==> src/rtl/dma_stat_pkg.sv <==
// Shared constants for the DMA diagnostic register block.
// Assumes: the register map is small enough to fit in any ADDR_W >= 3.
package dma_stat_pkg;
    localparam int NUM_CNT     = 4;
    localparam int IDX_H2D     = 0;
    localparam int IDX_D2H     = 1;
    localparam int IDX_UNDER   = 2;
    localparam int IDX_SAT     = 3;
    localparam int ADDR_CTRL   = 0;
    localparam int ADDR_HEALTH = NUM_CNT + 1;

    typedef logic [1:0] health_t;
    localparam health_t HEALTH_OK  = 2'b10;
    localparam health_t HEALTH_BAD = 2'b01;
endpackage

==> src/rtl/dma_sat_counter.sv <==
// Saturating event counter with a synchronous clear.
// Does: counts one per cycle with inc high, holds at all ones, and on clr
//       restarts at 1 if inc is also high, else at 0.
// Assumes: W >= 2.
module dma_sat_counter #(
    parameter int W = 32
) (
    input  logic         clk,
    input  logic         rst_n,
    input  logic         clr,
    input  logic         inc,
    output logic [W-1:0] count
);
    localparam logic [W-1:0] MAXV = '1;
    localparam logic [W-1:0] ONE  = W'(1);

    // Count register: clear has priority, then saturating increment.
    always_ff @(posedge clk) begin
        if (!rst_n) begin
            count <= '0;
        end else if (clr) begin
            count <= inc ? ONE : '0;
        end else if (inc && (count != MAXV)) begin
            count <= count + ONE;
        end
    end
endmodule

==> src/rtl/dma_health_tracker.sv <==
// Sticky fault flag turned into a two-bit health code.
// Does: remembers any fault event since reset or clear; reports HEALTH_OK
//       (2'b10) or HEALTH_BAD (2'b01), never all ones.
// Assumes: a fault in the clearing cycle survives the clear.
module dma_health_tracker
    import dma_stat_pkg::*;
(
    input  logic    clk,
    input  logic    rst_n,
    input  logic    clr,
    input  logic    fault_evt,
    output health_t code
);
    logic fault_q;

    // Sticky flag: set by any fault, restarted by clear.
    always_ff @(posedge clk) begin
        if (!rst_n) begin
            fault_q <= 1'b0;
        end else if (clr) begin
            fault_q <= fault_evt;
        end else begin
            fault_q <= fault_q | fault_evt;
        end
    end

    // Encode flag as one of two complementary patterns.
    always_comb begin
        code = fault_q ? HEALTH_BAD : HEALTH_OK;
    end
endmodule

==> src/rtl/dma_reg_readout.sv <==
// Read mux and one-cycle read pipeline for the diagnostic registers.
// Does: selects counter or health word by address, zero for anything
//       unmapped, and registers it together with a valid strobe.
// Assumes: CNT_W <= DATA_W; counters are zero-extended.
module dma_reg_readout
    import dma_stat_pkg::*;
#(
    parameter int ADDR_W = 4,
    parameter int DATA_W = 32,
    parameter int CNT_W  = 32
) (
    input  logic                            clk,
    input  logic                            rst_n,
    input  logic                            rd,
    input  logic [ADDR_W-1:0]               addr,
    input  logic [NUM_CNT-1:0][CNT_W-1:0]   counts,
    input  health_t                         health,
    output logic [DATA_W-1:0]               rdata,
    output logic                            rvalid
);
    localparam logic [ADDR_W-1:0] HEALTH_A = ADDR_W'(ADDR_HEALTH);

    logic [DATA_W-1:0] mux_val;

    // Address decode: counters at 1..NUM_CNT, health after them, else zero.
    always_comb begin
        mux_val = '0;
        if (addr == HEALTH_A) begin
            mux_val = DATA_W'(health);
        end
        for (int i = 0; i < NUM_CNT; i++) begin
            if (addr == ADDR_W'(i + 1)) begin
                mux_val = DATA_W'(counts[i]);
            end
        end
    end

    // Read pipeline: capture selected value and flag it valid next cycle.
    always_ff @(posedge clk) begin
        if (!rst_n) begin
            rdata  <= '0;
            rvalid <= 1'b0;
        end else begin
            rvalid <= rd;
            if (rd) begin
                rdata <= mux_val;
            end
        end
    end
endmodule

==> src/rtl/dma_stat_regs.sv <==
// DMA diagnostic register block (top).
// Does: turns DMA path strobes into four saturating counters and a health
//       word; exposes them on a register port with one cycle read latency.
// Assumes: all inputs are synchronous to clk; reset is synchronous low.
module dma_stat_regs
    import dma_stat_pkg::*;
#(
    parameter int ADDR_W = 4,
    parameter int DATA_W = 32,
    parameter int CNT_W  = 32
) (
    input  logic              clk,
    input  logic              rst_n,
    input  logic              h2d_beat,
    input  logic              d2h_beat,
    input  logic              tx_req,
    input  logic              tx_empty,
    input  logic              rx_valid,
    input  logic              rx_ready,
    input  logic              reg_wr,
    input  logic              reg_rd,
    input  logic [ADDR_W-1:0] reg_addr,
    input  logic [DATA_W-1:0] reg_wdata,
    output logic [DATA_W-1:0] reg_rdata,
    output logic              reg_rvalid
);
    logic [NUM_CNT-1:0]            evt;
    logic [NUM_CNT-1:0][CNT_W-1:0] cnt;
    logic                          clr_fire;
    health_t                       health;
    logic                          unused_wdata;

    // Event decode: one strobe per counter.
    always_comb begin
        evt            = '0;
        evt[IDX_H2D]   = h2d_beat;
        evt[IDX_D2H]   = d2h_beat;
        evt[IDX_UNDER] = tx_req & tx_empty;
        evt[IDX_SAT]   = rx_valid & ~rx_ready;
    end

    // Clear decode: bit 0 written to the control address.
    always_comb begin
        clr_fire = reg_wr && (reg_addr == ADDR_W'(ADDR_CTRL)) && reg_wdata[0];
    end

    assign unused_wdata = ^reg_wdata[DATA_W-1:1];

    for (genvar g = 0; g < NUM_CNT; g++) begin : g_cnt
        dma_sat_counter #(.W(CNT_W)) u_cnt (
            .clk   (clk),
            .rst_n (rst_n),
            .clr   (clr_fire),
            .inc   (evt[g]),
            .count (cnt[g])
        );
    end

    dma_health_tracker u_health (
        .clk       (clk),
        .rst_n     (rst_n),
        .clr       (clr_fire),
        .fault_evt (evt[IDX_UNDER] | evt[IDX_SAT]),
        .code      (health)
    );

    dma_reg_readout #(
        .ADDR_W (ADDR_W),
        .DATA_W (DATA_W),
        .CNT_W  (CNT_W)
    ) u_rd (
        .clk    (clk),
        .rst_n  (rst_n),
        .rd     (reg_rd),
        .addr   (reg_addr),
        .counts (cnt),
        .health (health),
        .rdata  (reg_rdata),
        .rvalid (reg_rvalid)
    );
endmodule

==> config.mk <==
export PLATFORM = sky130hd
export DESIGN_NAME = dma_stat_regs
export DESIGN_NICKNAME = d
export VERILOG_FILES = /design/src/rtl/dma_stat_pkg.sv /design/src/rtl/dma_sat_counter.sv /design/src/rtl/dma_health_tracker.sv /design/src/rtl/dma_reg_readout.sv /design/src/rtl/dma_stat_regs.sv
export SDC_FILE = /design/constraint.sdc
export NUM_CORES = 1
export LEC_CHECK = 0
export ABC_CLOCK_PERIOD_IN_PS = 2050
export BUFFER_PORTS_ARGS = -buffer_cell sky130_fd_sc_hd__buf_2
export CAP_MARGIN = 20
export CORE_AREA = 5 5 138 140
export DETAILED_ROUTE_END_ITERATION = 10
export DIE_AREA = 0 0 143 145
export HOLD_SLACK_MARGIN = 0.08
export PLACE_DENSITY = 0.68
export SLEW_MARGIN = 20
export SYNTH_ARGS = -nofsm -noshare
export SYNTH_HDL_FRONTEND = slang
export SYNTH_SLANG_ARGS = --single-unit
==> constraint.sdc <==
create_clock -name clk -period 2.05 [get_ports clk]
set_clock_uncertainty 0.1 [all_clocks]
set_input_delay 0.1025 -clock clk [delete_from_list [all_inputs] [get_ports clk]]
set_output_delay 0.1025 -clock clk [all_outputs]
set_load 0.01 [all_outputs]
# [Word-level counts from Yosys, hierarchy flattened]
# Index checks and enable logic that the tools add are counted.
[totals] reg_bits=162 in_bits=46 elab_cells=55
[classes] addsub=4 n_eq_ne=9 muxes=19 bitwise_logic=5 reduce_logical=11
[ops] cell="$mux W32" n=12
[ops] cell="$add A32 B1 Y32 const B" n=4
[ops] cell="$ne A32 B32 Y1 const B" n=4
[ops] cell="$eq A4 B2 Y1 const B" n=2
[ops] cell="$eq A4 B3 Y1 const B" n=2
[ops] cell="$reduce_bool A2 Y1" n=4
[ops] cell="$logic_and A1 B1 Y1" n=6
[ops] cell="$mux W1" n=5
[ops] cell="$eq A4 B1 Y1 const B" n=1
[ops] cell="$logic_not A4 Y1" n=1
[ops] cell="$mux W2" n=2
[ops] cell="$and A1 B1 Y1" n=2
[ops] cell="$or A1 B1 Y1" n=2
[ops] cell="$not A1 Y1" n=1

# [Logic depth before layout (Yosys ltp)]
[depth] depth_word=6 mapped_depth=8

# [Cells and area by module]
# Synthesis repeated with hierarchy kept, for this count alone.
[hier_totals] cells_unflattened=1106 hier_area_um2=9146.3
[by_module_without_submodules] module="dma_sat_counter" instances=4 cells_each=208 area_per_inst_um2=1731.7 seq_area_each_um2=640.6
[by_module_without_submodules] module="dma_reg_readout" instances=1 cells_each=264 area_per_inst_um2=2143.3 seq_area_each_um2=660.6
[by_module_without_submodules] module="dma_health_tracker" instances=1 cells_each=5 area_per_inst_um2=45.0 seq_area_each_um2=20.0
[by_module_without_submodules] module="dma_stat_regs" instances=1 cells_each=5 area_per_inst_um2=31.3 seq_area_each_um2=0.0

# [Worst setup path after synthesis]
# Ideal clock, no wire load.
[synth_path] path_kind="reg-to-reg" from="register g_cnt[0].u_cnt.count[3]" to="register g_cnt[0].u_cnt.count[21]" setup_ns=0.070 arrival_time_ns=2.010 required_time_ns=1.880 path_slack_ns=-0.130 stages_incl_launch_ff=8 path_buffers=2 synth_period_minus_slack_ns=2.180 path_cell_list="dfxtp_1 > nand4_2 > or4_1 > buf_2 > a211o_4 > buf_6 > or3_1 > a21oi_1"
[synth_via] elab_chain_cells=3
[synth_lines] element="start, declared" line_no="dma_sat_counter.sv:12" source="output logic [W-1:0] count"
[synth_lines] element="start signal, assigned" line_no="dma_sat_counter.sv:22" source="count <= inc ? ONE : '0;"
[synth_lines] element="start signal, assigned" line_no="dma_sat_counter.sv:24" source="count <= count + ONE;"
[synth_lines] element="$add A32 B1 Y32 / $ne A32 B32 Y1 (equally long branches)" line_no="dma_sat_counter.sv:24, dma_sat_counter.sv:23"
[synth_lines] element="$mux W32 / $logic_and A1 B1 Y1 (equally long branches)" line_no="dma_sat_counter.sv:23" source="end else if (inc && (count != MAXV)) begin"
[synth_lines] element="$mux W32 / $reduce_bool A2 Y1 (equally long branches)"
# Parallel ways exist; a longest one is shown, timed or not. The select of a mux whose other input is x is not followed.
# A chain may end at the register's enable or synchronous reset.

# [Final worst setup path]
[layout_path] from="register g_cnt[2].u_cnt.count[30]" to="register g_cnt[2].u_cnt.count[27]"
[layout_via] elab_chain_cells=3
[layout_lines] element="start, declared" line_no="dma_sat_counter.sv:12"
[layout_lines] element="start signal, assigned" line_no="dma_sat_counter.sv:22"
[layout_lines] element="start signal, assigned" line_no="dma_sat_counter.sv:24"
[layout_lines] element="$ne A32 B32 Y1" line_no="dma_sat_counter.sv:23"
[layout_lines] element="$logic_and A1 B1 Y1" line_no="dma_sat_counter.sv:23"
[layout_lines] element="$reduce_bool A2 Y1 (no line)"
# Every way passes these cells.

==> implementation parameters <==
Parameter                              Value

Outcome
  Outcome ... finished with violations
  Violated checks ... setup timing

Worst setup path
  Critical Path Source Type ... flop
  Critical Path, Cell by Cell ... nand4_1 > or4_4 > buf_8 > o31ai_4 > clkbuf_16 > or3_4 > a21oi_2
  Critical path's slowest cell ... or4_4
  Peak per-stage delay on the critical path ... 0.56 ns
  Path depth of the worst reg2reg path ... 7
  Worst Path Arrival ... 2.32 ns
  Highest fanout seen on the critical path ... 8
  WS Path Type ... reg2reg
  Crit path required time ... 2.26 ns
  Kind of end point of the critical path ... flop

Synthesis
  Fraction of synthesized cell area taken by the top area cell type ... 37.6%
  Synth area leaders ... dfxtp_1 (38%), a21oi_1 (7.5%), o21ai_0 (6.3%)
  Area of the mapped netlist ... 8630 um^2
  Cell variety after synth ... 57
  Main synth FF type ... dfxtp_1
  Gate count after technology mapping ... 1082
  Average cell area after synthesis ... 7.98 um^2
  Syn_nets ... 1132
  EDFF count, synth ... 0
  Fraction of the yosys area taken by sequential cells ... 37.6%
  Yosys top cell by area ... dfxtp_1
  Synthesis-stage register bit count ... 162
  Total number of yosys warnings ... 0
  Async set-or-reset flop fraction in the synthesized netlist ... 0%

STA
  Setup repair after global routing missed its margin ... yes
  Max Freq ... 0.473 GHz
  Headroom to the max-slew limit ... 59.2%
  Period Utilization, post-route ... 103%
  Number of hold-slack violations in the final timing report ... 0
  Transition time at the pin with the least slew margin ... 0.612 ns
  Pins over their slew limit ... 0
  Time the final worst path needs with I/O delays and setup ... 2.11 ns
  Worst slack on hold paths ... 0.159 ns
  Setup violation total in the final timing report ... 10
  Min setup slack post-route ... -0.0626 ns

Global route
  Global-route wire length before repair ... 44900 um
  Overflow left after global routing ... 0
  Vias in the first global route ... 8455
  Combined global-route utilization of all metal layers ... 26.8%
  Initial antenna violation count ... 0
  Largest net degree at the start of global routing ... 65

Clock tree
  Worst-skew pair later-pin latency ... 0.43 ns
  Htree depth ... 4
  Clock Sink Count ... 162
  Clock tree from TritonCTS ... yes
  Clock-pin slew on the worst setup and hold paths ... 0.07 ns
  Number of clock buffers inserted by TritonCTS ... 17
  Clock tree buffer depth ... 2
  Root buf cell ... clkbuf_16

Die
  Horizontal extent of the die ... 143 um
  Placeable core area ... 17700 um^2
  Row count ... 49
  Height of the die ... 145 um
  Initial Utilization ... 48.7%
  Full die area ... 20700 um^2
  Ports placed on the boundary ... 79

Min path
  Class of the tightest hold or removal check ... in2reg
  Number of cells on the worst hold path ... 4

Cells and area
  Area added between synthesis and finish ... 32.7%
  Final instance count without filler cells ... 1524
  Total area of multi-input combinational cells ... 5400 um^2
  Total area of sequential cells ... 3290 um^2
  Share of cells above drive strength 1 ... 28.9%
  Number of diodes added for antenna fixing ... 0
  Filler cell count in the final layout ... 1474
  Final Util ... 64.6%
  Post-layout net count ... 1332

Power and ir drop
  Max VDD drop ... 0.663 mV
  Leakage power figure ... 4.08 nW
  Pwr per Cell Area ... 594 nW/um^2

Flow run
  Max Cap Violations ... 0

Route
  Antenna viol nets, final ... 0
  Wire length reported by the detailed router ... 28900 um
  Overall via count from detail_route ... 9384
  Number of vias per cell after detailed routing ... 6.16
  Post-detailed-route wirelength per cell ... 19.0 um
  DRC viols ... 0
  First-pass iteration count of the detailed router ... 5
  Violation count after the first detailed-route iteration ... 1105

Placement
  HPWL after detailed placement ... 20400 um
  IO buf count ... 47
  Weighted congestion reported at the end of routability-driven placement ... 0.938
  Total placed cells including tap cells ... 1466
## synthesized netlist by cell type (3+ instances only)
cell type  instances
nor4b_1            5
o211ai_1           3
o21ai_0          109
inv_1             15
o31ai_1           16
mux2i_1           17
clkbuf_1          60
dfxtp_1          162
or4_1             19
nand2_1          100
nand3_1           45
xnor2_1           36
and2_1            11
a211oi_1          11
and4_1            23
or3_1             43
a31oi_1            4
nand4b_1           3
a2111oi_0          4
xor2_1             4
o31a_1             3
o21a_1             6
nor4_1            25
a2bb2oi_1         30
a21o_1             3
and3_1             9
nand2b_1          18
nor3_1             8
a21oi_1          130
ha_1               4
buf_2              6
nor4_2             4
nor3b_1            4
nand4_1           56
o2111ai_1          3
nor2_1            56
## metrics by stage
stage	setup WS (ns)	setup TNS [ns]	area [um^2]	power, mW
CTS	0.00427	0	11000	6.82
finish	-0.0626	-0.334	11500	6.81
floorplan	-0.0488	-0.146	8670	3.52
detailed placement	-0.0568	-0.485	10300	3.70
global placement	-0.0152	-0.0450	10300	3.69
global route	-0.163	-1.98	11500	7.03
## flip-flops by register name (all words and copies together), names as in the netlist
register           count
u_rd.rvalid            1
g_cnt.u_cnt.count    128
u_health.fault_q       1
u_rd.rdata            32
## layout by cell type (no fill, tap or decap), types with 7 or more instances in the layout
master and instances:
nand2_1 98, a2bb2oi_1 30, o21ai_0 96, mux2i_1 17
dfxtp_2 31, nor4_1 16, nor2_1 56, buf_4 181
a21oi_1 123, clkbuf_16 18, a211oi_1 11, or4_1 14
buf_2 47, nand4_1 56, or3_1 39, a21oi_2 7
nand2b_1 18, nor4_2 10, o31ai_1 15, and3_1 7
and2_1 11, and4_1 16, dfxtp_1 130, nand3_1 45
inv_1 15, dlygate4sd3_1 9, o21ai_1 10, xnor2_1 36
## area by class of cell
class	instances	share of cell area [%]
multi-input cells	838	47.1
flip-flops and latches	162	28.7
repair buffers	248	16.2
clock buffers	18	3.83
well taps	229	2.50
clock inverters	14	1.17
inverters	15	0.492
## power breakdown
part           internal, mW  total, mW  switching [mW]
logic                 0.164      0.445           0.281
registers              3.19       3.22          0.0263
clock network          1.65       3.14            1.49
total                  5.01       6.81            1.80
## layer usage
metal,share of wire [%],wire [um],up-vias,GRT usage (%)
met3,7.0,2030,66,4.28
li1,-,-,4489,-
met2,45,13100,389,40.4
met1,44,12800,4440,38.8
met4,3.7,1080,0,9.74
met5,0,0,-,0
## logic make-up after synthesis
| logic type | count (synthesis) | share of synthesized area, % |
|---|---|---|
| and+or+nand+nor | 440 | 28.5 |
| AOI/OAI and AO/OA | 336 | 23.5 |
| DFF | 162 | 37.6 |
| buffers and inverters | 83 | 3.80 |
| xor gates and xnor gates | 40 | 4.06 |
| muxes | 17 | 1.97 |
| adders and majority gates | 4 | 0.580 |
## final timing paths
path / to / start / slack (ns)
max: g_cnt[2].u_cnt.count[27] / g_cnt[2].u_cnt.count[30] / -0.06
min: u_rd.rdata[1] / reg_addr[3] / 0.16
max reg2reg: g_cnt[2].u_cnt.count[27] / g_cnt[2].u_cnt.count[30] / -0.06
min reg2reg: u_rd.rdata[1] / u_rd.rdata[1] / 0.38
## worst max-delay path, delay by kind of cell (launching register included)
kind                   cells  cell delay (ns)
AO/OA/AOI/OAI              2             0.34
flip-flops                 1             0.33
buffers and inverters      2             0.39
AND/OR/NAND/NOR            3             0.84
## timing repair
item,in CTS,in global routing
gates resized for setup,11,110
hold buffers,9,0
gates cloned,1,3
setup buffers,2,11
endpoints found under the setup margin,27,87
endpoints found under the hold margin,27,0
pin swaps,5,42
No activity file was read; power rests on OpenSTA's default activity.
